<file path="config.mk">
export PLATFORM = sky130hd
export DESIGN_NAME = disp_line_timer
export DESIGN_NICKNAME = d
export VERILOG_FILES = /design/src/rtl/dlt_pkg.sv /design/src/rtl/dlt_counters.sv /design/src/rtl/dlt_status_port.sv /design/src/rtl/disp_line_timer.sv
export SDC_FILE = /design/constraint.sdc
export NUM_CORES = 1
export LEC_CHECK = 0
export BUFFER_PORTS_ARGS = -buffer_cell sky130_fd_sc_hd__buf_2
export CORE_AREA = 8 8 101 103
export CTS_CLUSTER_DIAMETER = 100
export DETAILED_ROUTE_END_ITERATION = 12
export DIE_AREA = 0 0 109 111
export GPL_ROUTABILITY_DRIVEN = 1
export SYNTH_ARGS = -nofsm -noshare
export SYNTH_HDL_FRONTEND = slang
export SYNTH_SLANG_ARGS = --single-unit
</file>
<file path="constraint.sdc">
create_clock -name clk -period 2.5 [get_ports clk]
set_input_delay 0.5 -clock clk [delete_from_list [all_inputs] [get_ports clk]]
set_output_delay 0.5 -clock clk [all_outputs]
set_load 0.05 [all_outputs]
</file>
<file path="src/rtl/dlt_pkg.sv">
package dlt_pkg;
  localparam int LINE_W = 9;

  localparam logic [1:0] A_STAT_LO = 2'd0;
  localparam logic [1:0] A_CMP_LO  = 2'd1;
  localparam logic [1:0] A_LINE_LO = 2'd2;
  localparam logic [1:0] A_LINE_HI = 2'd3;

  // One processor's status copy
  typedef struct packed {
    logic              vbl_en;
    logic              hbl_en;
    logic              cmp_en;
    logic [LINE_W-1:0] cmp;
  } stat_cfg_t;
endpackage

</file>
<file path="src/rtl/dlt_counters.sv">
module dlt_counters #(
  parameter int DRAW_CYC    = 1536,
  parameter int BLANK_CYC   = 594,
  parameter int HFLAG_LAG   = 70,
  parameter int VIS_LINES   = 192,
  parameter int TOTAL_LINES = 263
) (
  input  logic                       clk,
  input  logic                       rst_n,
  input  logic                       dot_en,
  output logic [dlt_pkg::LINE_W-1:0] vcnt_o,
  output logic [dlt_pkg::LINE_W-1:0] vnext_o,
  output logic                       line_adv_o,
  output logic                       vblank_o,
  output logic                       hblank_o,
  output logic                       hbl_dma_o
);
  localparam int LINE_CYC = DRAW_CYC + BLANK_CYC;
  localparam int HW       = $clog2(LINE_CYC);
  localparam int VW       = dlt_pkg::LINE_W;
  localparam logic [HW-1:0] H_LAST  = HW'(LINE_CYC - 1);
  localparam logic [HW-1:0] H_PRE   = HW'(DRAW_CYC - 1);
  localparam logic [HW-1:0] H_DRAW  = HW'(DRAW_CYC);
  localparam logic [HW-1:0] H_FLAG  = HW'(DRAW_CYC + HFLAG_LAG);
  localparam logic [VW-1:0] V_LAST  = VW'(TOTAL_LINES - 1);
  localparam logic [VW-1:0] V_VIS   = VW'(VIS_LINES);
  localparam logic [VW-1:0] V_VBEND = VW'(TOTAL_LINES - 2);

  logic [HW-1:0] hcnt;
  logic [VW-1:0] vcnt;
  logic          at_end;
  logic [VW-1:0] vnext;
  logic          dma_q;

  always_comb begin
    at_end = dot_en && (hcnt == H_LAST);
    vnext  = (vcnt == V_LAST) ? '0 : vcnt + VW'(1);
  end

  always_ff @(posedge clk) begin
    if (!rst_n) begin
      hcnt  <= '0;
      vcnt  <= '0;
      dma_q <= 1'b0;
    end else begin
      dma_q <= dot_en && (hcnt == H_PRE) && (vcnt < V_VIS);
      if (dot_en) begin
        hcnt <= at_end ? '0 : hcnt + HW'(1);
        if (at_end) vcnt <= vnext;
      end
    end
  end

  assign vcnt_o     = vcnt;
  assign vnext_o    = vnext;
  assign line_adv_o = at_end;
  assign vblank_o   = (vcnt >= V_VIS) && (vcnt <= V_VBEND);
  assign hblank_o   = (hcnt >= H_FLAG);
  assign hbl_dma_o  = dma_q;

  a_r1_h_range: assert property (@(posedge clk) disable iff (!rst_n)
    hcnt <= H_LAST);
  a_r1_hold: assert property (@(posedge clk) disable iff (!rst_n)
    !dot_en |=> ($stable(hcnt) && $stable(vcnt)));
  a_r2_wrap: assert property (@(posedge clk) disable iff (!rst_n)
    (dot_en && hcnt == H_LAST && vcnt == V_LAST) |=> (vcnt == '0));
  a_r2_v_range: assert property (@(posedge clk) disable iff (!rst_n)
    vcnt <= V_LAST);
  a_r9_dma_place: assert property (@(posedge clk) disable iff (!rst_n)
    dma_q |-> (hcnt == H_DRAW && vcnt < V_VIS));
  a_r9_dma_single: assert property (@(posedge clk) disable iff (!rst_n)
    dma_q |=> !dma_q);
endmodule

</file>
<file path="src/rtl/dlt_status_port.sv">
module dlt_status_port #(
  parameter int VIS_LINES = 192
) (
  input  logic                       clk,
  input  logic                       rst_n,
  input  logic                       line_adv,
  input  logic [dlt_pkg::LINE_W-1:0] vcnt,
  input  logic [dlt_pkg::LINE_W-1:0] vnext,
  input  logic                       wr_lo,
  input  logic                       wr_cmp,
  input  logic [7:0]                 wdata,
  output dlt_pkg::stat_cfg_t         cfg_o,
  output logic                       match_o,
  output logic                       irq_vbl_o,
  output logic                       irq_cmp_o
);
  localparam int VW = dlt_pkg::LINE_W;
  localparam logic [VW-1:0] V_VIS = VW'(VIS_LINES);

  dlt_pkg::stat_cfg_t cfg;
  logic match_q, irq_vbl_q, irq_cmp_q;
  logic hit_next;

  assign hit_next = (vnext == cfg.cmp);

  always_ff @(posedge clk) begin
    if (!rst_n) begin
      cfg       <= '0;
      match_q   <= 1'b0;
      irq_vbl_q <= 1'b0;
      irq_cmp_q <= 1'b0;
    end else begin
      irq_vbl_q <= line_adv && (vnext == V_VIS) && cfg.vbl_en;
      irq_cmp_q <= line_adv && hit_next && cfg.cmp_en;
      if (line_adv) match_q <= hit_next;
      if (wr_lo) begin
        cfg.vbl_en    <= wdata[3];
        cfg.hbl_en    <= wdata[4];
        cfg.cmp_en    <= wdata[5];
        cfg.cmp[VW-1] <= wdata[7];
      end
      if (wr_cmp) cfg.cmp[7:0] <= wdata;
    end
  end

  assign cfg_o     = cfg;
  assign match_o   = match_q;
  assign irq_vbl_o = irq_vbl_q;
  assign irq_cmp_o = irq_cmp_q;

  a_r8_match_hold: assert property (@(posedge clk) disable iff (!rst_n)
    !line_adv |=> $stable(match_q));
  a_r8_irq_needs_match: assert property (@(posedge clk) disable iff (!rst_n)
    irq_cmp_q |-> match_q);
  a_r7_vbl_line: assert property (@(posedge clk) disable iff (!rst_n)
    irq_vbl_q |-> (vcnt == V_VIS));
  a_r11_pulse_vbl: assert property (@(posedge clk) disable iff (!rst_n)
    irq_vbl_q |=> !irq_vbl_q);
  a_r11_pulse_cmp: assert property (@(posedge clk) disable iff (!rst_n)
    irq_cmp_q |=> !irq_cmp_q);
  a_r6_lo_keeps_cmp: assert property (@(posedge clk) disable iff (!rst_n)
    (wr_lo && !wr_cmp) |=> $stable(cfg.cmp[7:0]));
endmodule

</file>
<file path="src/rtl/disp_line_timer.sv">
module disp_line_timer #(
  parameter int DRAW_CYC    = 1536,
  parameter int BLANK_CYC   = 594,
  parameter int HFLAG_LAG   = 70,
  parameter int VIS_LINES   = 192,
  parameter int TOTAL_LINES = 263,
  parameter int NUM_PORTS   = 2,
  localparam int PW = (NUM_PORTS > 1) ? $clog2(NUM_PORTS) : 1
) (
  input  logic                 clk,
  input  logic                 rst_n,
  input  logic                 dot_en,
  input  logic [PW-1:0]        reg_port,
  input  logic [1:0]           reg_addr,
  input  logic                 reg_wr,
  input  logic [7:0]           reg_wdata,
  output logic [7:0]           reg_rdata,
  output logic                 vblank,
  output logic                 hblank,
  output logic                 hblank_dma,
  output logic [NUM_PORTS-1:0] irq_vblank,
  output logic [NUM_PORTS-1:0] irq_vmatch
);
  import dlt_pkg::*;
  localparam int VW = LINE_W;

  logic [VW-1:0] vcnt, vnext;
  logic          line_adv;
  stat_cfg_t     cfg_a [NUM_PORTS];
  logic [NUM_PORTS-1:0] match_a;

  dlt_counters #(
    .DRAW_CYC(DRAW_CYC), .BLANK_CYC(BLANK_CYC), .HFLAG_LAG(HFLAG_LAG),
    .VIS_LINES(VIS_LINES), .TOTAL_LINES(TOTAL_LINES)
  ) u_cnt (
    .clk(clk), .rst_n(rst_n), .dot_en(dot_en),
    .vcnt_o(vcnt), .vnext_o(vnext), .line_adv_o(line_adv),
    .vblank_o(vblank), .hblank_o(hblank), .hbl_dma_o(hblank_dma)
  );

  for (genvar g = 0; g < NUM_PORTS; g++) begin : g_port
    logic sel;
    assign sel = reg_wr && (reg_port == PW'(g));
    dlt_status_port #(.VIS_LINES(VIS_LINES)) u_stat (
      .clk(clk), .rst_n(rst_n), .line_adv(line_adv),
      .vcnt(vcnt), .vnext(vnext),
      .wr_lo(sel && reg_addr == A_STAT_LO),
      .wr_cmp(sel && reg_addr == A_CMP_LO),
      .wdata(reg_wdata),
      .cfg_o(cfg_a[g]), .match_o(match_a[g]),
      .irq_vbl_o(irq_vblank[g]), .irq_cmp_o(irq_vmatch[g])
    );
  end

  stat_cfg_t cfg_s;
  logic      match_s;

  always_comb begin
    cfg_s   = '0;
    match_s = 1'b0;
    for (int p = 0; p < NUM_PORTS; p++) begin
      if (reg_port == PW'(p)) begin
        cfg_s   = cfg_a[p];
        match_s = match_a[p];
      end
    end
    case (reg_addr)
      A_STAT_LO: reg_rdata = {cfg_s.cmp[VW-1], 1'b0, cfg_s.cmp_en, cfg_s.hbl_en,
                              cfg_s.vbl_en, match_s, hblank, vblank};
      A_CMP_LO:  reg_rdata = cfg_s.cmp[7:0];
      A_LINE_LO: reg_rdata = vcnt[7:0];
      default:   reg_rdata = {7'b0, vcnt[VW-1]};
    endcase
  end

  a_r7_vbl_on_flag: assert property (@(posedge clk) disable iff (!rst_n)
    (|irq_vblank) |-> vblank);
  a_r9_dma_not_vblank: assert property (@(posedge clk) disable iff (!rst_n)
    hblank_dma |-> !vblank);
  a_r6_line_write_ignored: assert property (@(posedge clk) disable iff (!rst_n)
    (reg_wr && reg_addr[1] && !line_adv) |=> $stable(vcnt));
endmodule

</file>
==> metrics, run 1 <==
Max Freq=0.4138 GHz; r2r endpoint=g_port[0].u_stat.irq_cmp_o$_SDFF_PN0_; Die Wd=109 um; starting density of the core=39.22%; Worst slew margin=66.63%; Die Ht=between 100 and 150 um; PD cells=392.1 mW/mm^2; Hold Violations, Final=0; syn avg cell area=between 8 and 9 sq um; VDD IR max=a little under 0.3 mV; Synth top area share=between 30% and 40%; ys flop type=dfxtp_1; met2 wire length=4064 um; final wirelength=about 9200 um; multi-input logic area=between 0.002 and 0.0025 sq mm; FF-to-FF Start=u_cnt.vcnt_o[6]$_SDFFE_PN0P_; Post-Synthesis Cells=404; I/O pin cnt=30; Vias/cell=5.555; Tightest Pin Transition=0.5005 ns; post-route antenna net violation count=0; RSZ-0062 raised after global routing=yes; drc violations=0; total gr overflow=0; layout cells sized above 1=between 20% and 30%; clk_skew=0.006135 ns; post-layout util=45.13%; Fin Hold WS=0.4273 ns; Area contributors post-synth=dfxtp_1 31%, mux2i_1 8.1%, nor2_1 5.9%; WHS Endpoint=g_port[1].u_stat.cfg_o[6]$_SDFFE_PN0P_; initial antenna violation count=0; Ys Warns=0; uppermost routed layer=met4; Non-Filler Instances=544; DR WL met3=536 um; Tmin final=between 2 and 2.5 ns; core area=roughly 0.0086 sq mm; placed cell count=534; largest net degree at the start of global routing=28; clock buffer depth=2; Antenna Cells=0; ys async rst share=0%; clk root buf=clkbuf_8; Hold Path Origin=reg_wdata[6]; DP HPWL=6955 um; first-pass GRT wire length=15,410 um; sequential area share after synthesis=a little under a third; Worst Hold Depth=3; total power=1.513 mW; Data required, critical path=2.00 ns; Unique masters post-synth=67; Worst-Skew Late Latency=0.31 ns; Reg area=approximately 0.0010 sq mm; M1 WL=4368 um; Setup Crit Path Kind=reg -> out; FP Rows=34; Final setup viols=0; TritonCTS Sinks=52; number of fill cells=roughly 850; Syn Std Cell Area=0.003353 sq mm; cell area after layout=0.003859 sq mm; Placer Congestion=0.9044; vias in the first global route=2,954; #FFs+latches synth=52; dominant cell type by area after synthesis=dfxtp_1; Reg2Reg Depth=7; clk slew on worst S/H paths=approximately 0.10 ns; initial DRC count=236; Pleak=1.504 nW; CP startpoint kind=register; Crit. End Element=output pin; cell area after placement=0.003672 sq mm; CTS tree=done; Area Growth Syn to Fin=15.07%; wire per inst=16.88 um; Post-synth EDFFs=0; crit-path max FO=3; total track usage=between 10% and 20%; CP arrival=1.92 ns; Max Slew Vio Count=0; status=completed; Worst Hold Class=in -> reg; total CTS buffers=5; final net count=457; drt first pass iters=4; R2R setup slack=between 0.3 and 0.4 ns; H-tree depth=2; max-cap viol count=0; number of port buffers=29; Tcrit/Tclk final=96.67%; Die ar.=between 0.01 and 0.015 sq mm; DR vias=3,022; Synth Net Count=426
-- worst max path at each step --
stage / start / end / slack, ns / cells after the start
finish: u_cnt.vcnt_o[3]$_SDFFE_PN0P_ / reg_rdata[0] / 0.08 / 6
global route: u_cnt.hcnt[0]$_SDFFE_PN0P_ / reg_rdata[1] / -0.03 / 9
CTS: u_cnt.vcnt_o[0]$_SDFFE_PN0P_ / reg_rdata[0] / 0.008 / 8
detailed placement: dot_en / g_port[1].u_stat.irq_vbl_o$_SDFF_PN0_ / 0.21 / 8
global placement: dot_en / g_port[1].u_stat.irq_vbl_o$_SDFF_PN0_ / 0.22 / 8
floorplan: u_cnt.vcnt_o[7]$_SDFFE_PN0P_ / reg_rdata[0] / -0.16 / 4
-- stage by stage --
stage	setup TNS [ns]	setup WS, ns
2_1_floorplan	-0.2768	-0.1570
3_3_place_gp	0	0.2219
3_5_place_dp	0	0.2084
6_report	0	0.08330
5_1_grt	-0.03084	-0.03084
4_1_cts	0	0.007704
-- cell type report --
cell class	count	area share (%)
repair buffers	52	8.755
clock inverters	2	0.3567
flip-flops and latches	52	27.17
inverters	10	0.9728
well taps	108	3.502
multi-input cells	314	57.10
clock buffers	6	2.140
-- synth_stat cells (all sizes together) (6+ instances only) --
master	count
mux2i	27
xor2	15
o21ai	15
nor4	6
nand4	13
a21oi	31
dfxtp	52
o22ai	6
clkbuf	12
nand2	33
inv	10
ha	7
xnor2	12
buf	16
and3	8
nor2	53
nand3	13
nor3	8
-- kinds of logic (layout without fill, tap and decap cells) --
family | Yosys count | in the layout | share of synthesized area [%]
AO/OA/AOI/OAI | 81 | 81 | 15.52
XOR/XNOR | 27 | 27 | 7.276
adder cells (fa/ha/maj) | 7 | 7 | 2.612
buffers and inverters | 38 | 70 | 5.597
flip-flops | 52 | 52 | 31.04
multiplexers | 30 | 30 | 9.515
AND/OR/NAND/NOR | 169 | 169 | 28.43
-- placed cells by master (no fill, tap or decap), types with 8 or more instances in the layout --
| cell type | netlist | final |
|---|---|---|
| nor2_1 | 53 | 52 |
| dfxtp_1 | 52 | 48 |
| nand2_1 | 32 | 32 |
| a21oi_1 | 31 | 31 |
| mux2i_1 | 27 | 27 |
| buf_2 | 6 | 27 |
| buf_4 | 6 | 22 |
| xor2_1 | 15 | 15 |
| nand3_1 | 12 | 11 |
| xnor2_1 | 11 | 11 |
| nand4_1 | 10 | 10 |
| inv_1 | 10 | 9 |
| and3_1 | 8 | 8 |
-- what timing repair did --
item                       CTS  global route
setup endpoints to repair    2             4
buffers inserted             0             2
gates resized for setup      7            18
hold buffers                 0             0
pin swaps                    0             6
-- routing by layer --
metal / track usage (%) / up-vias
met5: 0 / -
met4: 6.393 / 0
met3: 2.500 / 11
met2: 22.78 / 82
met1: 21.99 / 1426
li1: - / 1503
-- worst max-delay path: stages (launching register included) --
cell and delay (ns):
dfxtp_1 0.33, or4_4 0.56, nor2_2 0.12, nand3_1 0.10, o21ai_2 0.09, mux4_2 0.27, buf_8 0.15
-- power breakdown --
group          leakage (nW)  total, mW  switching [mW]  internal, mW
logic                  1.03      0.132          0.0800        0.0518
registers             0.422      0.852          0.0142         0.838
clock network        0.0516      0.529           0.302         0.227
total                  1.50       1.51           0.396          1.12
-- registers in the layout (all words and copies together), names as in the netlist --
signal	flops
g_port.u_stat.irq_cmp_o	2
g_port.u_stat.irq_vbl_o	2
u_cnt.hcnt	12
g_port.u_stat.cfg_o	24
g_port.u_stat.match_o	2
u_cnt.hbl_dma_o	1
u_cnt.vcnt_o	9
(Power assumes the default switching activity.)
==> run 2, diff against run 1 <==
--- a/config.mk
+++ b/config.mk
@@ -9,2 +9,3 @@
 export CORE_AREA = 8 8 101 103
+export CTS_BUF_LIST = sky130_fd_sc_hd__clkbuf_4 sky130_fd_sc_hd__clkbuf_8
 export CTS_CLUSTER_DIAMETER = 100
==> constraint.sdc (replaced) <==
create_clock -name clk -period 2.5 [get_ports clk]
set_input_delay 0.125 -clock clk [delete_from_list [all_inputs] [get_ports clk]]
set_output_delay 0.125 -clock clk [all_outputs]
set_load 0.05 [all_outputs]
==> run 2 against run 1 <==
Against the previous run: non-clock buffer count fell by 10; count of clock-buffer cells in the layout decreased by 1; die area unchanged; critical path depth unchanged; maximum frequency grew 3.4%; clock power fell by 4.7%; hold slack got worse by 0.38 ns; critical path type unchanged; largest power group unchanged; highest routed layer unchanged.
==> metrics, run 2 (synthesis gave the netlist of run 1 again) <==
Final WS setup=0.1630 ns (+0.07974 ns); RSZ-0062 raised after global routing=yes; vias in the first global route=2,904 (-1.7%); H-tree depth=2 (unchanged); Area Growth Syn to Fin=9.589%; Tcrit/Tclk final=93.48% (-3.2 points); Die ar.=0.01210 sq mm (unchanged); worst path buffer plus inverter count=1 (unchanged); PD cells=401.7 mW/mm^2 (+2.4%); Setup Crit Path Kind=reg -> out; Hold Violations, Final=0 (unchanged); layout cells sized above 1=18.31% (-5.5 points); total power=1.476 mW (-2.4%); post-layout util=42.98% (-2.2 points); DR vias=2,974 (-1.6%); Pleak=1.430 nW (-4.9%); max-cap viol count=0 (unchanged); starting density of the core=39.22% (unchanged); TritonCTS Sinks=52 (unchanged); Worst slew margin=65.23% (-1.4 points); FP Rows=34 (unchanged); commonest non-fill, non-tap cell in the layout=nor2_1; Max Slew Vio Count=0 (unchanged); Non-Filler Instances=534 (-1.8%); cell area after placement=0.003581 sq mm (-2.5%); VDD IR max=0.2422 mV (-18%); final wirelength=9015 um (-1.8%); I/O pin cnt=30 (unchanged); clk_skew=0.01051 ns (+0.004372 ns); worst path cell trace=or4_4, nor2_1, nand3_1, o21ai_1, mux4_2, buf_2; core area=0.008551 sq mm (unchanged); CP arrival=2.21 ns (+0.29 ns); Die Ht=111 um (unchanged); max FFs per register=24 (unchanged); number of fill cells=868 (+2.4%); Setup Fix Bufs, Post-CTS=0 (unchanged); Worst-Skew Late Latency=0.31 ns (about the same); initial DRC count=157 (-33%); total track usage=15.27% (-0.36 points); status=completed; R2R setup slack=0.31 ns (about the same); clk root buf=clkbuf_8; most frequent cells in the layout=53 x nor2_1, 50 x dfxtp_1, 32 x nand2_1, 31 x a21oi_1, 29 x buf_2; Data required, critical path=2.38 ns (+0.38 ns); initial antenna violation count=0 (unchanged); cell family with most CP delay=simple AND/OR/NAND/NOR gates; crit-path max FO=8 (+5); clock buffer depth=2 (unchanged); first-pass GRT wire length=15,000 um (-2.7%); DP HPWL=6811 um (-2.1%); Tmin final=2.337 ns (-0.07974 ns); number of port buffers=29 (unchanged); Die Wd=109 um (unchanged); Critical Path Max Stage Delay=0.59 ns (+0.03 ns); post-route antenna net violation count=0 (unchanged); Placer Congestion=0.8939 (-1.2%); DP Worst Slack=0.2065 ns (-0.001906 ns); Crit. End Element=output pin; CTS tree=done; clk slew on worst S/H paths=0.11 ns (about the same); cell area after layout=0.003675 sq mm (-4.8%); Tightest Pin Transition=0.5084 ns (+0.007917 ns); largest net degree at the start of global routing=27 (-3.6%); Max Freq=0.4279 GHz (+3.4%); setup tns final=0 ns (unchanged); Worst Hold Class=in -> reg; Final setup viols=0 (unchanged); drt first pass iters=5 (+1); total gr overflow=0 (unchanged); total CTS buffers=5 (unchanged); Fin Hold WS=0.04726 ns (-0.3800 ns); Antenna Cells=0 (unchanged); final net count=447 (-2.2%); Vias/cell=5.569 (+0.25%); drc violations=0 (unchanged); placed cell count=526 (-1.5%); CP startpoint kind=register; slowest library cell on the worst path=or4_4; wire per inst=16.88 um (about the same)
==> run 2: changes by cell type in the layout (fill, tap and decap cells not counted), moves of 4 or more <==
cell,before,now
buf_4,22,13
o22ai_1,1,6
o22ai_2,5,0
o21ai_0,7,11
o21ai_2,4,0
==> run 2: layout make-up <==
| type | count | area (sq um) | area share (%) |
|---|---|---|---|
| clock buffer | 5 | 68.82 | 1.873 |
| clock inverter | 3 | 22.52 | 0.6129 |
| timing repair buffer | 42 | 242.7 | 6.605 |
| tap | 108 | 135.1 | 3.677 |
| multi-input combinational | 314 | 2125 | 57.81 |
| sequential | 52 | 1044 | 28.40 |
| inverter | 10 | 37.54 | 1.021 |
==> run 2: final timing paths <==
kind                                                       startpoint                                      to  cells past startpoint
worst min-delay path                                     reg_wdata[2]  g_port[1].u_stat.cfg_o[2]$_SDFFE_PN0P_                      3
worst min register to register  g_port[1].u_stat.match_o$_SDFFE_PN0P_   g_port[1].u_stat.match_o$_SDFFE_PN0P_                      2
worst max-delay path                     u_cnt.vcnt_o[3]$_SDFFE_PN0P_                            reg_rdata[0]                      6
worst max register to register           u_cnt.vcnt_o[0]$_SDFFE_PN0P_   g_port[1].u_stat.match_o$_SDFFE_PN0P_                      7
==> run 2: where the power goes <==
group / switching, mW / internal [mW]
clock network: 0.303 / 0.202
logic: 0.0742 / 0.0438
registers: 0.0149 / 0.839
==> run 2: worst min-delay path, cell delays in order <==
cell and delay [ns]:
buf_2 0.10, nand2_1 0.05, a21oi_1 0.05
==> run 2: timing repair <==
item                       4_1_cts  5_1_grt
setup endpoints to repair        0        2
hold buffers                     0        0
gates resized for setup          0        2
==> run 2: layer usage <==
layer / track usage, % / share of wire (%) / vias up
li1: - / - / 1481
met1: 20.61 / 48 / 1396
met5: 0 / 0 / -
met3: 2.384 / 5.2 / 14
met4: 6.210 / 2.5 / 0
met2: 23.35 / 44 / 83
==> run 3, diff against run 2 <==
ABC_AREA = 1   (was not set)
CORE_AREA = 8 8 96 98   (was 8 8 101 103)
DIE_AREA = 0 0 104 106   (was 0 0 109 111)
==> run 3 against run 2 <==
Against the previous run: first-iteration DRC count is 13% lower; clock skew decreased by 0.0037 ns; total power rose by 14%; critical path type unchanged; largest power group unchanged; highest routed layer unchanged.
==> metrics, run 3 <==
status=completed; Setup Crit Path Kind=reg -> out; Synth Net Count=472 (+11%); starting density of the core=37.81% (-1.4 points); vias in the first global route=2,732 (-5.9%); Post-synth EDFFs=0 (unchanged); most frequent cells in the layout=89 x nand2_1, 66 x nor2_1, 55 x inv_1, 52 x dfxtp_1, 42 x o21ai_0; post-route antenna net violation count=0 (unchanged); Non-Filler Instances=579 (+8.4%); DR vias=2,914 (-2.0%); Hold Path Origin=reg_wdata[6]; total power=1.677 mW (+14%); initial DRC count=136 (-13%); number of fill cells=862 (-0.69%); initial antenna violation count=0 (unchanged); Crit. End Element=output pin; wire per inst=13.74 um (-19%); #FFs+latches synth=52 (unchanged); post-synthesis mux area share=0% (-9.5 points); worst path cell trace=inv_1, ha_1, o21ai_0, nand4_1, a21oi_1, o21ai_1, nand2_1, nand3_1, buf_2; met1 Usage GRT=19.38% (-1.2 points); # hold bufs at CTS=0 (unchanged); post-cts gate resize count=0 (unchanged); drc violations=0 (unchanged); clk_skew=0.006798 ns (-0.003709 ns); Die ar.=0.01102 sq mm (-8.9%); Synth top area share=35.09% (+4.0 points); layout cells sized above 1=12.87% (-5.4 points); Placer Congestion=0.8867 (-0.81%); Area Growth Syn to Fin=10.71%; total gr overflow=0 (unchanged); commonest non-fill, non-tap cell in the layout=nand2_1; syn avg cell area=6.592 sq um (-21%); R2R setup slack=0.50 ns (+0.19 ns); first-pass GRT wire length=13,330 um (-11%); commonest cells in the synthesized netlist=89 x nand2_1, 66 x nor2_1, 55 x inv_1, 52 x dfxtp_1, 43 x o21ai_0; DP Worst Slack=0.5415 ns (+0.3350 ns); Antenna Cells=0 (unchanged); crit-path max FO=4 (-4); WHS Endpoint=g_port[1].u_stat.cfg_o[6]$_SDFFE_PN0P_; WP depth=9 (+3); Area contributors post-synth=dfxtp_1 35%, nand2_1 11%, nor2_1 8.4%; PD cells=510.6 mW/mm^2 (+27%); Tightest Pin Transition=0.6020 ns (+0.09354 ns); Setup Fix Bufs, Post-CTS=0 (unchanged); core area=0.007845 sq mm (-8.3%); number of port buffers=29 (unchanged); slowest library cell on the worst path=dfxtp_1; Data required, critical path=2.38 ns (about the same); Max Freq=0.4837 GHz (+13%); Ys Warns=0 (unchanged); Die Ht=106 um (-4.5%); final net count=495 (+11%); dominant cell type by area after synthesis=dfxtp_1; FF-to-FF Start=u_cnt.vcnt_o[0]$_SDFFE_PN0P_; FP Rows=33 (-2.9%); Final setup viols=0 (unchanged); Syn Std Cell Area=0.002967 sq mm (-12%); DP HPWL=6232 um (-8.5%); placed cell count=571 (+8.6%); Adder-Cell Fraction of Synth Area=2.952% (+0.34 points); Post-Synth Simple-Gate Area=32.60% (+4.2 points); xor and xnor area share after synthesis=2.235% (-5.0 points); Hold Violations, Final=0 (unchanged); Compound-Gate Fraction of Synth Area=16.36% (+0.84 points); setup tns final=0 ns (unchanged); grt met3 use=2.541% (+0.16 points); VDD IR max=0.2669 mV (+10%); max-cap viol count=0 (unchanged); busiest grt layer=met2; Reg2Reg Depth=13 (+6); largest family of logic cells by synthesized area=simple AND/OR/NAND/NOR gates; final wirelength=7958 um (-12%); Fin Hold WS=0.04161 ns (-0.005655 ns); clk root buf=clkbuf_8; top-count cell post-synth=nand2_1; CTS tree=done; cell family with most CP delay=compound AO/OA/AOI/OAI gates; Vias/cell=5.033 (-9.6%); ys async rst share=0% (unchanged); Final WS setup=0.4327 ns (+0.2697 ns); H-tree depth=2 (unchanged); Post-Synthesis Cells=450 (+11%); Critical Path Max Stage Delay=0.40 ns (-0.19 ns); CP arrival=1.94 ns (-0.27 ns); Worst Hold Class=in -> reg; clock buffer depth=2 (unchanged); Worst Hold Depth=3 (unchanged); I/O pin cnt=30 (unchanged); ys flop type=dfxtp_1; TritonCTS Sinks=52 (unchanged); drt first pass iters=5 (unchanged); Pleak=1.449 nW (+1.4%); Tmin final=2.067 ns (-0.2697 ns); total track usage=14.69% (-0.58 points); Tcrit/Tclk final=82.69% (-11 points); Die Wd=104 um (-4.6%); Unique masters post-synth=34 (-49%); Max Slew Vio Count=0 (unchanged); max FFs per register=24 (unchanged); sequential area share after synthesis=35.09% (+4.0 points); CP startpoint kind=register; RSZ-0062 raised after global routing=no; met2 usage=23.60% (+0.25 points); Worst-Skew Late Latency=0.32 ns (about the same); Worst slew margin=59.72% (-5.5 points); total CTS buffers=5 (unchanged); r2r endpoint=g_port[1].u_stat.irq_cmp_o$_SDFF_PN0_; clk slew on worst S/H paths=0.10 ns (about the same); worst path buffer plus inverter count=2 (+1); largest net degree at the start of global routing=28 (+3.7%)
[run 3: changes by cell type after synthesis, moves of 11 or more]
cell,before,now
xnor2_1,11,0
inv_1,10,55
nand3_1,12,26
nor2_1,53,66
o21ai_0,12,43
nand2_1,32,89
mux2i_1,27,0
[run 3: worst reg2reg max path: cells and delay by family (launching register included)]
kind / cells / cell delay (ns)
buffers and inverters: 1 / 0.12
and+or+nand+nor: 11 / 1.15
adders and majority gates: 1 / 0.22
DFF: 1 / 0.45
[run 3: cell families (layout without fill, tap and decap cells)]
logic type / Yosys count / count (layout)
simple gates: 220 / 220
compound gates: 90 / 90
buf+inv: 75 / 99
flops: 52 / 52
fa+ha+maj: 7 / 7
xor+xnor: 6 / 6
[run 3: per-layer routing]
metal	wire length [um]	part of all wire (%)
met1	3832	48
met2	3552	45
met3	403	5.1
met4	170	2.1
met5	0	0
[run 3: worst max path at each step]
stage / startpoint / end / slack, ns
finish: u_cnt.hcnt[0]$_SDFFE_PN0P_ / reg_rdata[1] / 0.43
global route: u_cnt.hcnt[0]$_SDFFE_PN0P_ / reg_rdata[1] / 0.26
CTS: u_cnt.hcnt[0]$_SDFFE_PN0P_ / reg_rdata[1] / 0.38
detailed placement: u_cnt.vcnt_o[0]$_SDFFE_PN0P_ / g_port[1].u_stat.irq_cmp_o$_SDFF_PN0_ / 0.54
global placement: u_cnt.vcnt_o[0]$_SDFFE_PN0P_ / g_port[1].u_stat.irq_cmp_o$_SDFF_PN0_ / 0.55
floorplan: u_cnt.vcnt_o[1]$_SDFFE_PN0P_ / reg_rdata[0] / 0.38
[run 3: cell type report]
type	count	area, sq um	share of cell area [%]
clock buffer	5	68.82	2.095
clock inverter	3	46.29	1.410
inverter	59	222.7	6.781
multi-input combinational	323	1607	48.91
sequential	52	1041	31.70
tap	105	131.4	4.000
timing repair buffer	32	167.7	5.105
[run 3: metrics by stage]
| stage | cell area, sq um | util [%] |
|---|---|---|
| floorplan | 2967 | - |
| global placement | 3169 | 40.40 |
| detailed placement | 3169 | 40.40 |
| CTS | 3284 | 41.87 |
| global route | 3284 | 41.87 |
| finish | 3284 | 41.87 |
[run 3: power by group]
part | internal [mW] | switching, mW | total [mW]
Combinational | 0.0599 | 0.124 | 0.184
Sequential | 0.855 | 0.0251 | 0.880
Clock | 0.304 | 0.309 | 0.613
